$ cat config.mk
export PLATFORM = sky130hd
export DESIGN_NAME = shift_add_mul
export DESIGN_NICKNAME = d
export VERILOG_FILES = /design/src/rtl/mul_pkg.sv /design/src/rtl/mul_ctrl.sv /design/src/rtl/mul_datapath.sv /design/src/rtl/shift_add_mul.sv
export SDC_FILE = /design/constraint.sdc
export NUM_CORES = 1
export LEC_CHECK = 0
export BUFFER_PORTS_ARGS = -buffer_cell sky130_fd_sc_hd__clkbuf_2
export CORE_AREA = 2 2 98 119
export CTS_CLUSTER_DIAMETER = 150
export DETAILED_ROUTE_END_ITERATION = 6
export DIE_AREA = 0 0 100 121
export GPL_ROUTABILITY_DRIVEN = 0
export PLACE_DENSITY = 0.8
export SLEW_MARGIN = 20
export SYNTH_ARGS = -nofsm -noshare
export SYNTH_HDL_FRONTEND = slang
export SYNTH_SLANG_ARGS = --single-unit
export TNS_END_PERCENT = 1
$ cat constraint.sdc
create_clock -name clk -period 3.9 [get_ports clk]
set_input_delay 0.585 -clock clk [delete_from_list [all_inputs] [get_ports clk]]
set_output_delay 0.585 -clock clk [all_outputs]
set_load 0.01 [all_outputs]
$ cat src/rtl/mul_pkg.sv
package mul_pkg;
  // Width of a counter able to index WIDTH iterations (at least one bit).
  function automatic int iter_cnt_width(input int width);
    return (width > 1) ? $clog2(width) : 1;
  endfunction
endpackage

$ cat src/rtl/mul_ctrl.sv
module mul_ctrl #(
  parameter int WIDTH = 32
) (
  input  logic clk,
  input  logic rst,
  input  logic start,
  output logic load,
  output logic step,
  output logic busy,
  output logic done
);
  localparam int CW = mul_pkg::iter_cnt_width(WIDTH);
  localparam logic [CW-1:0] LAST = CW'(WIDTH - 1);

  logic [CW-1:0] cnt_q;
  logic          busy_q;
  logic          done_q;
  logic          last;

  assign last = (cnt_q == LAST);
  assign load = start && !busy_q;
  assign step = busy_q;

  always_ff @(posedge clk) begin
    if (rst) begin
      cnt_q  <= '0;
      busy_q <= 1'b0;
      done_q <= 1'b0;
    end else begin
      done_q <= 1'b0;
      if (load) begin
        busy_q <= 1'b1;
        cnt_q  <= '0;
      end else if (step) begin
        if (last) begin
          busy_q <= 1'b0;
          done_q <= 1'b1;
          cnt_q  <= '0;
        end else begin
          cnt_q <= cnt_q + CW'(1);
        end
      end
    end
  end

  assign busy = busy_q;
  assign done = done_q;

  // an idle start makes the block busy on the next cycle
  assert_start_accept_R2: assert property (@(posedge clk) disable iff (rst)
    (start && !busy_q) |=> busy_q);
  // completion only follows a busy cycle
  assert_done_after_busy_R3: assert property (@(posedge clk) disable iff (rst)
    done_q |-> $past(busy_q));
  // done is a single-cycle pulse, exclusive with busy
  assert_done_pulse_R5: assert property (@(posedge clk) disable iff (rst)
    done_q |=> !done_q);
  assert_done_not_busy_R5: assert property (@(posedge clk) disable iff (rst)
    done_q |-> !busy_q);
  // a start while busy never restarts the iteration count
  assert_busy_start_ignored_R6: assert property (@(posedge clk) disable iff (rst)
    (busy_q && start && !last) |=> (busy_q && cnt_q == $past(cnt_q) + CW'(1)));
endmodule

$ cat src/rtl/mul_datapath.sv
module mul_datapath #(
  parameter int WIDTH = 32
) (
  input  logic               clk,
  input  logic               rst,
  input  logic               load,
  input  logic               step,
  input  logic [WIDTH-1:0]   mcand_in,
  input  logic [WIDTH-1:0]   mplier_in,
  output logic [2*WIDTH-1:0] prod
);
  localparam int SW = WIDTH + 1;

  logic [WIDTH-1:0] hold_q;  // multiplicand
  logic [WIDTH-1:0] hi_q;    // accumulator (upper half)
  logic [WIDTH-1:0] lo_q;    // multiplier / low product bits
  logic [SW-1:0]    addend;
  logic [SW-1:0]    sum;

  assign addend = lo_q[0] ? {1'b0, hold_q} : '0;
  assign sum    = {1'b0, hi_q} + addend;

  always_ff @(posedge clk) begin
    if (rst) begin
      hold_q <= '0;
      hi_q   <= '0;
      lo_q   <= '0;
    end else if (load) begin
      hold_q <= mcand_in;
      hi_q   <= '0;
      lo_q   <= mplier_in;
    end else if (step) begin
      // carry lands in the top bit, sum bit 0 moves into the low half
      {hi_q, lo_q} <= {sum, lo_q[WIDTH-1:1]};
    end
  end

  assign prod = {hi_q, lo_q};

  // the multiplicand is never reloaded while iterating
  assert_hold_stable_R6: assert property (@(posedge clk) disable iff (rst)
    step |=> $stable(hold_q));
  // idle without load keeps the result
  assert_product_hold_R7: assert property (@(posedge clk) disable iff (rst)
    (!step && !load) |=> $stable(prod));
  // a load clears the upper half
  assert_load_clears_R2: assert property (@(posedge clk) disable iff (rst)
    load |=> (hi_q == '0));
endmodule

$ cat src/rtl/shift_add_mul.sv
module shift_add_mul #(
  parameter int WIDTH = 32
) (
  input  logic               clk,
  input  logic               rst,
  input  logic               start,
  input  logic [WIDTH-1:0]   multiplicand,
  input  logic [WIDTH-1:0]   multiplier,
  output logic               busy,
  output logic               done,
  output logic [2*WIDTH-1:0] product
);
  logic load;
  logic step;

  mul_ctrl #(.WIDTH(WIDTH)) u_ctrl (
    .clk   (clk),
    .rst   (rst),
    .start (start),
    .load  (load),
    .step  (step),
    .busy  (busy),
    .done  (done)
  );

  mul_datapath #(.WIDTH(WIDTH)) u_dp (
    .clk       (clk),
    .rst       (rst),
    .load      (load),
    .step      (step),
    .mcand_in  (multiplicand),
    .mplier_in (multiplier),
    .prod      (product)
  );

  // idle flags out of reset
  assert_reset_idle_R1: assert property (@(posedge clk)
    rst |=> (!busy && !done && product == '0));
endmodule

---- Word-level counts from Yosys, hierarchy flattened ----
Cells that the tools add are included.
operators by class
  add/subtract/negate cells ............... 2
  multiply operators ...................... 0
  divide/modulo/power cells ............... 0
  $lt $le $gt $ge ......................... 0
  eq/ne operators ......................... 1
  shifts and indexed selects .............. 0
  muxes and demuxes ....................... 8
  bitwise operators ....................... 1
  reductions and logical operators ........ 5
operators with widths
  operator                                                       count
  32-bit 2-to-1 mux                                              3
  32-bit by 33-bit adder with 33-bit output                      1
  5-bit by 1-bit adder with 5-bit output, second input constant  1
  5-bit == test, second input constant                           1
  5-bit 2-to-1 mux                                               1
  1-bit 2-to-1 mux                                               4
  3-bit OR reduction                                             1
  2-bit nonzero test                                             1
  2-bit OR reduction                                             1
  1-bit logical AND                                              1
  1-bit logical NOT                                              1
  1-bit NOT                                                      1
word-level totals
  register bits after elaboration ......... 103
  latch bits .............................. 0
  bits in writable memories ............... 0
  bits in read-only memories .............. 0
  input port bits ......................... 67
  output and inout bits ................... 66
  word-level logic and storage cells ...... 23
  memories kept ........................... 0

---- Longest topological paths before layout ----
Gate-level depths: netlist of the first run.
  word-level depth ........................ 4
  mapped depth ............................ 11
  gate-level depth less buffers ........... 10

---- Modules after synthesis ----
A second synthesis of the first run with hierarchy kept.
second synthesis, totals
  cells, all modules ...................... 732
  area, all modules ....................... 6,100.9 µm²
modules (own cells, without submodules)
  module        instances  cells each  area each (µm²)  sequential area each (µm²)
  mul_datapath  1          696         5,766.8          1,921.8
  mul_ctrl      1          36          334.1            140.1

---- Least setup slack after synthesis of the first run ----
No wires, ideal clock.
  path type ............................... flip-flop to flip-flop
  start point ............................. register u_dp.lo_q[0]
  end point ............................... register u_dp.hi_q[31]
  setup time .............................. 131 ps
  arrival time ............................ 2,536 ps
  data required time ...................... 3,769 ps
  path slack .............................. 1,233 ps
  cell stages (with the launch flop) ...... 11
  path buffers ............................ 1
  clock period less this slack ............ 2,667 ps
  cell sequence ........................... dfxtp_1 > clkbuf_1 > and2_1 > fa_1 > a211o_1 > a211oi_2 > o31ai_4 > nand4_1 > o211ai_1 > a2111oi_0 > nor3_1
on the way
  cells in the longest elaborated chain, start to end .. 2
RTL lines
  element                                    line                RTL
  start: declaration                         mul_datapath.sv:16  logic [WIDTH-1:0] lo_q;
  start signal: assignment                   mul_datapath.sv:31  lo_q <= mplier_in;
  start signal: assignment                   mul_datapath.sv:34  {hi_q, lo_q} <= {sum, lo_q[WIDTH-1:1]};
  32-bit 2-to-1 mux                          mul_datapath.sv:20  assign addend = lo_q[0] ? {1'b0, hold_q} : '0;
  32-bit by 33-bit adder with 33-bit output  mul_datapath.sv:21  assign sum = {1'b0, hi_q} + addend;
  end signal: assignment                     mul_datapath.sv:34
  end: declaration                           mul_datapath.sv:15  logic [WIDTH-1:0] hi_q;
No other way between the ends.
A chain may end at the register's enable or synchronous reset.

---- Worst setup path after layout of the first run ----
Ends and elaborated chain as after synthesis.

==> results of run 1 <==
==> where the power goes <==
group,internal [W],switching (W),total (W)
Sequential,0.00109,0.0000403,0.00113
Combinational,0.000110,0.000147,0.000257
Clock,0.000459,0.000459,0.000918
==> layout make-up <==
class                      instances  area [µm²]
clock buffer                       9       225.2
fill                            1000        3984
timing repair buffer             140       720.7
inverter                           7       26.28
tap                              132       165.2
sequential                       103        2066
multi-input combinational        589        3662
clock inverter                     7       81.33
==> cell families after synthesis <==
group	after synthesis	synth area share (%)
AND/OR/NAND/NOR	281	21.27
AO/OA/AOI/OAI	202	21.20
flip-flops	103	34.67
buffers and inverters	59	3.891
multiplexers	48	8.098
adder cells (fa/ha/maj)	35	7.488
XOR/XNOR	23	3.387
==> sequential cells by signal, indices dropped and copies added (netlist names) <==
name,cells
u_ctrl.busy,1
u_ctrl.cnt_q,5
u_ctrl.done,1
u_dp.hi_q,32
u_dp.hold_q,32
u_dp.lo_q,32
==> critical path: stages, from the launching register on <==
cell       delay (ns)
dfxtp_1          0.44
and2_1           0.23
ha_1             0.22
fa_1             0.43
a211o_1          0.35
a211oi_2         0.35
o31ai_4          0.14
nand4_1          0.10
o211ai_1         0.13
a2111oi_0        0.42
nor3_1           0.08
==> layer usage <==
layer  wire (µm)  share of wire [%]  vias to the layer above  global-route usage [%]
met2        6963                 49                      133                   40.20
met5           0                  0                        -                       0
li1            -                  -                     2832                       -
met1        6230                 44                     2521                   29.01
met3         608                4.3                       34                   3.802
met4         417                2.9                        0                   11.30
==> path summary, 6_finish.rpt <==
path                     end  slack, ns  cells past startpoint
min reg2reg  u_dp.hold_q[29]       0.45                      2
min          u_dp.hold_q[22]       0.44                      3
max            u_dp.hi_q[31]       0.88                     10
max reg2reg    u_dp.hi_q[31]       0.88                     10
==> layout by cell type (no fill, tap or decap), types with 3 or more instances in the layout <==
master / Yosys / layout
clkbuf_2: 0 / 132
inv_1: 6 / 6
clkbuf_16: 0 / 9
a31oi_1: 8 / 8
and2_1: 34 / 34
o21a_1: 4 / 4
a21oi_1: 96 / 96
o211ai_1: 7 / 7
ha_1: 34 / 34
or3_1: 3 / 3
a211oi_1: 7 / 7
nand4_1: 10 / 10
buf_4: 1 / 8
a22oi_1: 3 / 3
xnor2_1: 17 / 17
mux2i_1: 47 / 47
o21ai_0: 11 / 11
a21o_1: 24 / 24
nand2_1: 96 / 96
o21bai_1: 5 / 5
nor3_1: 9 / 8
dfxtp_1: 103 / 102
xor2_1: 6 / 6
nor2_1: 99 / 99
and3_1: 7 / 7
nand3_1: 11 / 11
o21ai_1: 14 / 14
==> metrics by stage <==
step           utilization, %  setup slack (ns)
2_1_floorplan               -             1.233
5_1_grt                 63.55            0.5269
3_5_place_dp            60.75            0.9212
3_3_place_gp            60.75            0.9832
6_report                63.55            0.8773
4_1_cts                 63.55            0.8877
==> impl_metrics.yaml, run 1 <==
status:
  outcome: "complete, no violations"
routing:
  num_vias: 5520
  wl_per_cell_um: 14.41
  drc: 0
  dr.pass1.iters: 5
  wl_um: 14220
  ant_nets: 0
  drt_iter0_markers: 199
  via_per_inst: 5.593
final_layout:
  n_antenna_cell: 0
  fin_area_um2: 6947
  layout-drive-gt1-share_pct: 19.77
  nets: 952
  area_delta_synth_final_pct: 16.79
  final_cells: 987
sta:
  fmax_mhz: 330.8
  worst_pin_slew_ns: 0.9101
  skew_ns: 0.008934
  slew_headroom_pct: 39.33
  fin_crit_sh_pct: 77.51
  finalSetupTns_ns: 0
  slew_viol_final: 0
  rsz0062_at_grt: "false"
  finalHoldViolations: 0
  fin_crit_ns: 3.023
  setup_viol: 0
  whs_ns: 0.4419
synth:
  synthTopCellsByArea: "dfxtp_1 35%, a21oi_1 8.1%, mux2i_1 7.9%"
  syn_inst: 751
  synth-edff-count: 0
  yosysSeqAreaShare_pct: 34.67
  yosysWarnings: 0
  ys_top_cells_by_count: "103 x dfxtp_1, 99 x nor2_1, 96 x a21oi_1, 96 x nand2_1, 47 x mux2i_1"
  ys_types: 59
  postSynth.asyncResetShare_pct: 0
  synth_fp_nets: 853
  post-synth-top-count-cell: "dfxtp_1"
  synth_top_area_share_pct: 34.67
  ys.flop_type: "dfxtp_1"
  synth.largest_area_cell: "dfxtp_1"
  synth_area_um2: 5948
  ys_ff_latch: 103
  synth.avg_cell_area_um2: 7.920
placed_design:
  placedCellCount: 971
  numPortBuffers: 132
  place_hpwl_um: 10230
  dpl-instance-area_um2: 6640
clocking:
  ctsResizeCount: 0
  hold_buffers: 0
  clock_path_buffers: 2
  clk_latency_ns: 0.35
  post-cts-setup-buffer-count: 0
  cts_tree: "yes"
  clkTransAtPathRegs_ns: 0.08
  cts.sink_count: 103
  htree_levels: 3
  cts_root_buf: "clkbuf_16"
  cts_buffers: 9
pwr:
  power_w: 0.002310
  leakage_nw: 3.325
  peakVddDrop_mv: 0.1943
  powerDensity_nw_per_um2: 332.5
global_route:
  antenna_found_initial: 0
  grt_pass1_wl_um: 23180
  overflow: 0
  grt_max_degree: 51
  first_global_vias: 5113
  grt.total_usage_pct: 23.64
worst_setup_path:
  critical_path_class: "flip-flop to flip-flop"
  reg2reg_from: "u_dp.lo_q[0]"
  required_ns: 4.13
  critPathLaunch: "u_dp.lo_q[0]"
  cp.arrival_ns: 3.25
  startpoint_type: "flip-flop"
  cp-end-kind: "flip-flop"
  crit_fanout: 14
job:
  drv_cap: 0
floorplanning:
  initial_core_util_pct: 54.42
  core_um2: 10930
  pin_count: 133
  die-area_um2: 12100
  rows: 42
  die_h_um: 121
  fp.dieW_um: 100
hold_path:
  min_path_type: "input pin to flip-flop"
  min_from: "multiplicand[22]"
Note: power is estimated with default switching activity, not from simulation.
==> run 2: changes to the inputs <==
Settings changed: ABC_AREA set to 1, CORE_AREA 2 2 98 119 to 2 2 105 127, DIE_AREA 0 0 100 121 to 0 0 107 129, PLACE_DENSITY 0.8 to 0.78.
Clock period 3.9 ns to 2.95 ns, I/O delays scaled along.
==> impl_metrics.yaml, run 2 <==
clocking:
  cts.sink_count: 103
  cts_root_buf: "clkbuf_16"
  cts_buffers: 9
  hold_buffers: 0
  cts_tree: "yes"
  post-cts-setup-buffer-count: 0
  clkTransAtPathRegs_ns: 0.07
  htree_levels: 3
  clock_path_buffers: 2
  ctsResizeCount: 0
  clk_latency_ns: 0.36
floorplanning:
  initial_core_util_pct: 53.70
  fp.dieW_um: 107
  core_um2: 12560
  rows: 45
  die-area_um2: 13800
  pin_count: 133
  die_h_um: 129
sta:
  skew_ns: 0.01008
  fin_crit_ns: 2.462
  fin_crit_sh_pct: 83.47
  fmax_mhz: 406.1
  worst_slack_ns: 0.4876
  finalHoldViolations: 0
  slew_viol_final: 0
  finalSetupTns_ns: 0
  rsz0062_at_grt: "false"
  slew_headroom_pct: 33.45
  worst_pin_slew_ns: 0.9972
  setup_viol: 0
final_layout:
  layout-drive-gt1-share_pct: 13.43
  nets: 1370
  layout_common_cells: "390 x nand2_1, 226 x inv_1, 164 x nor2_1"
  fill_cells: 1293
  final_common_cell: "nand2_1"
  largestRegisters: "u_dp.hi_q: 32 flops, u_dp.hold_q: 32 flops, u_dp.lo_q: 32 flops"
  n_antenna_cell: 0
  area_delta_synth_final_pct: 15.42
worst_setup_path:
  required_ns: 3.21
  cp_common_cell: "nand2_1"
  startpoint_type: "flip-flop"
  critical-path-max-stage-delay_ns: 0.37
  crit_fanout: 31
  crit_family: "simple AND/OR/NAND/NOR gates"
  endpoint: "u_dp.hi_q[24]"
  ff2ff_setup_slack_ns: 0.49
  crit_cells: 16
  critical_path_class: "flip-flop to flip-flop"
  reg2reg_from: "u_dp.lo_q[0]"
  rr_endpoint: "u_dp.hi_q[24]"
  path_cells: "buf_4 -> nand2_1 -> inv_1 -> ha_1 -> nand2_1 -> inv_1 -> nand2_1 -> nand2_1 -> inv_1 -> nand3_1 -> nand2_1 -> nand3_1 -> nand2_1 -> nand3_1 -> nand2_1 -> inv_1"
  rr_worst_depth: 16
  critical_path_buf_inv_count: 5
  cp-end-kind: "flip-flop"
  cp_slowest_cell: "dfxtp_1"
  cp.arrival_ns: 2.72
  critPathLaunch: "u_dp.lo_q[0]"
global_route:
  overflow: 0
  grt.total_usage_pct: 26.75
  first_global_vias: 6577
  antenna_found_initial: 0
  grt_max_degree: 61
  grt_pass1_wl_um: 29840
synth:
  synth-edff-count: 0
  ys_top_cells_by_count: "390 x nand2_1, 226 x inv_1, 164 x nor2_1, 103 x dfxtp_1, 64 x nand3_1"
  synth_area_um2: 6743
  ys_types: 30
  postSynth.asyncResetShare_pct: 0
  synth_fp_nets: 1255
  synth.largest_area_cell: "dfxtp_1"
  synth_top_area_share_pct: 30.58
  ys.flop_type: "dfxtp_1"
  post-synth-top-count-cell: "nand2_1"
  synth.avg_cell_area_um2: 5.848
  synthTopCellsByArea: "dfxtp_1 31%, nand2_1 22%, inv_1 13%"
  yosysWarnings: 0
  yosysSeqAreaShare_pct: 30.58
  ys_ff_latch: 103
  syn_inst: 1153
hold_path:
  min_path_type: "input pin to flip-flop"
routing:
  drt_iter0_markers: 458
  dr.pass1.iters: 5
  wl_um: 17820
  ant_nets: 0
  wl_per_cell_um: 12.40
  via_per_inst: 4.900
  num_vias: 7041
  drc: 0
status:
  outcome: "complete, no violations"
placed_design:
  numPortBuffers: 132
  place_hpwl_um: 13400
  dp_slack_ns: 0.5708
pwr:
  peakVddDrop_mv: 0.3234
  leakage_nw: 4.867
  powerDensity_nw_per_um2: 419.3
job:
  drv_cap: 0
==> run 2: changes by cell type after synthesis, sizes merged, moves of 47 or more <==
| cell | delta |
|---|---|
| nand3 | +54 |
| nand2 | +300 |
| nor2 | +71 |
| inv | +220 |
| mux2i | -47 |
| a21oi | -70 |
==> run 2: kinds of logic after synthesis <==
logic type      count (synthesis)  synth area share (%)
fa+ha+maj                      35                 6.606
flops                         103                 30.58
xor+xnor                       14                 1.819
simple gates                  641                 37.93
buf+inv                       263                 15.14
compound gates                 97                 7.924
==> run 2: worst min-delay path by stage <==
stage,startpoint,to,slack (ns),depth (start not counted)
4_1_cts,rst,u_ctrl.busy,0.29,2
6_report,rst,u_ctrl.busy,0.30,2
2_1_floorplan,u_ctrl.cnt_q[3],u_ctrl.cnt_q[3],0.43,1
3_3_place_gp,u_ctrl.cnt_q[3],u_ctrl.cnt_q[3],0.44,1
5_1_grt,multiplicand[6],u_dp.hold_q[6],0.31,3
3_5_place_dp,u_ctrl.cnt_q[3],u_ctrl.cnt_q[3],0.45,1
==> run 2: area by class of cell <==
class                   instances  area [µm²]  area share [%]
clock inverters                 5       38.79          0.4984
well taps                     164       205.2           2.637
inverters                     227       852.1           10.95
multi-input cells             787        3660           47.03
clock buffers                  11       242.7           3.119
repair buffers                140       720.7           9.260
flip-flops and latches        103        2063           26.51
==> run 2: worst reg2reg max path: stages (launching register included) <==
cell and delay [ns]:
dfxtp_1 0.37, buf_4 0.35, nand2_1 0.14, inv_1 0.07
ha_1 0.26, nand2_1 0.17, inv_1 0.06, nand2_1 0.08
nand2_1 0.09, inv_1 0.06, nand3_1 0.18, nand2_1 0.15
nand3_1 0.08, nand2_1 0.07, nand3_1 0.09, nand2_1 0.09
inv_1 0.04
==> run 2: report_power, final <==
group          internal [W]  switching [W]  total, W
combinational      0.000206       0.000333  0.000539
sequential          0.00148      0.0000783   0.00156
clock              0.000603       0.000560   0.00116
==> run 2: metal layers <==
layer | wire (µm) | share of wire [%] | GRT usage (%) | vias to the layer above
li1 | - | - | - | 3689
met1 | 7710 | 43 | 33.55 | 3075
met2 | 8175 | 46 | 45.19 | 238
met3 | 1394 | 7.8 | 5.420 | 39
met4 | 542 | 3.0 | 10.39 | 0
met5 | 0 | 0 | 0 | -
==> run 2: through the flow <==
stage               total power (W)  hold WS, ns  std cells  instance area (µm²)  utilization [%]
global placement           0.002123       0.4415       1421                 7501            59.74
floorplan                  0.001936       0.4284       1153                 6743                -
detailed placement         0.002130       0.4482       1421                 7501            59.74
finish                     0.003263       0.3027       1437                 7782            61.98
global route               0.003422       0.3052       1437                 7782            61.98
CTS                        0.003288       0.2925       1437                 7782            61.98
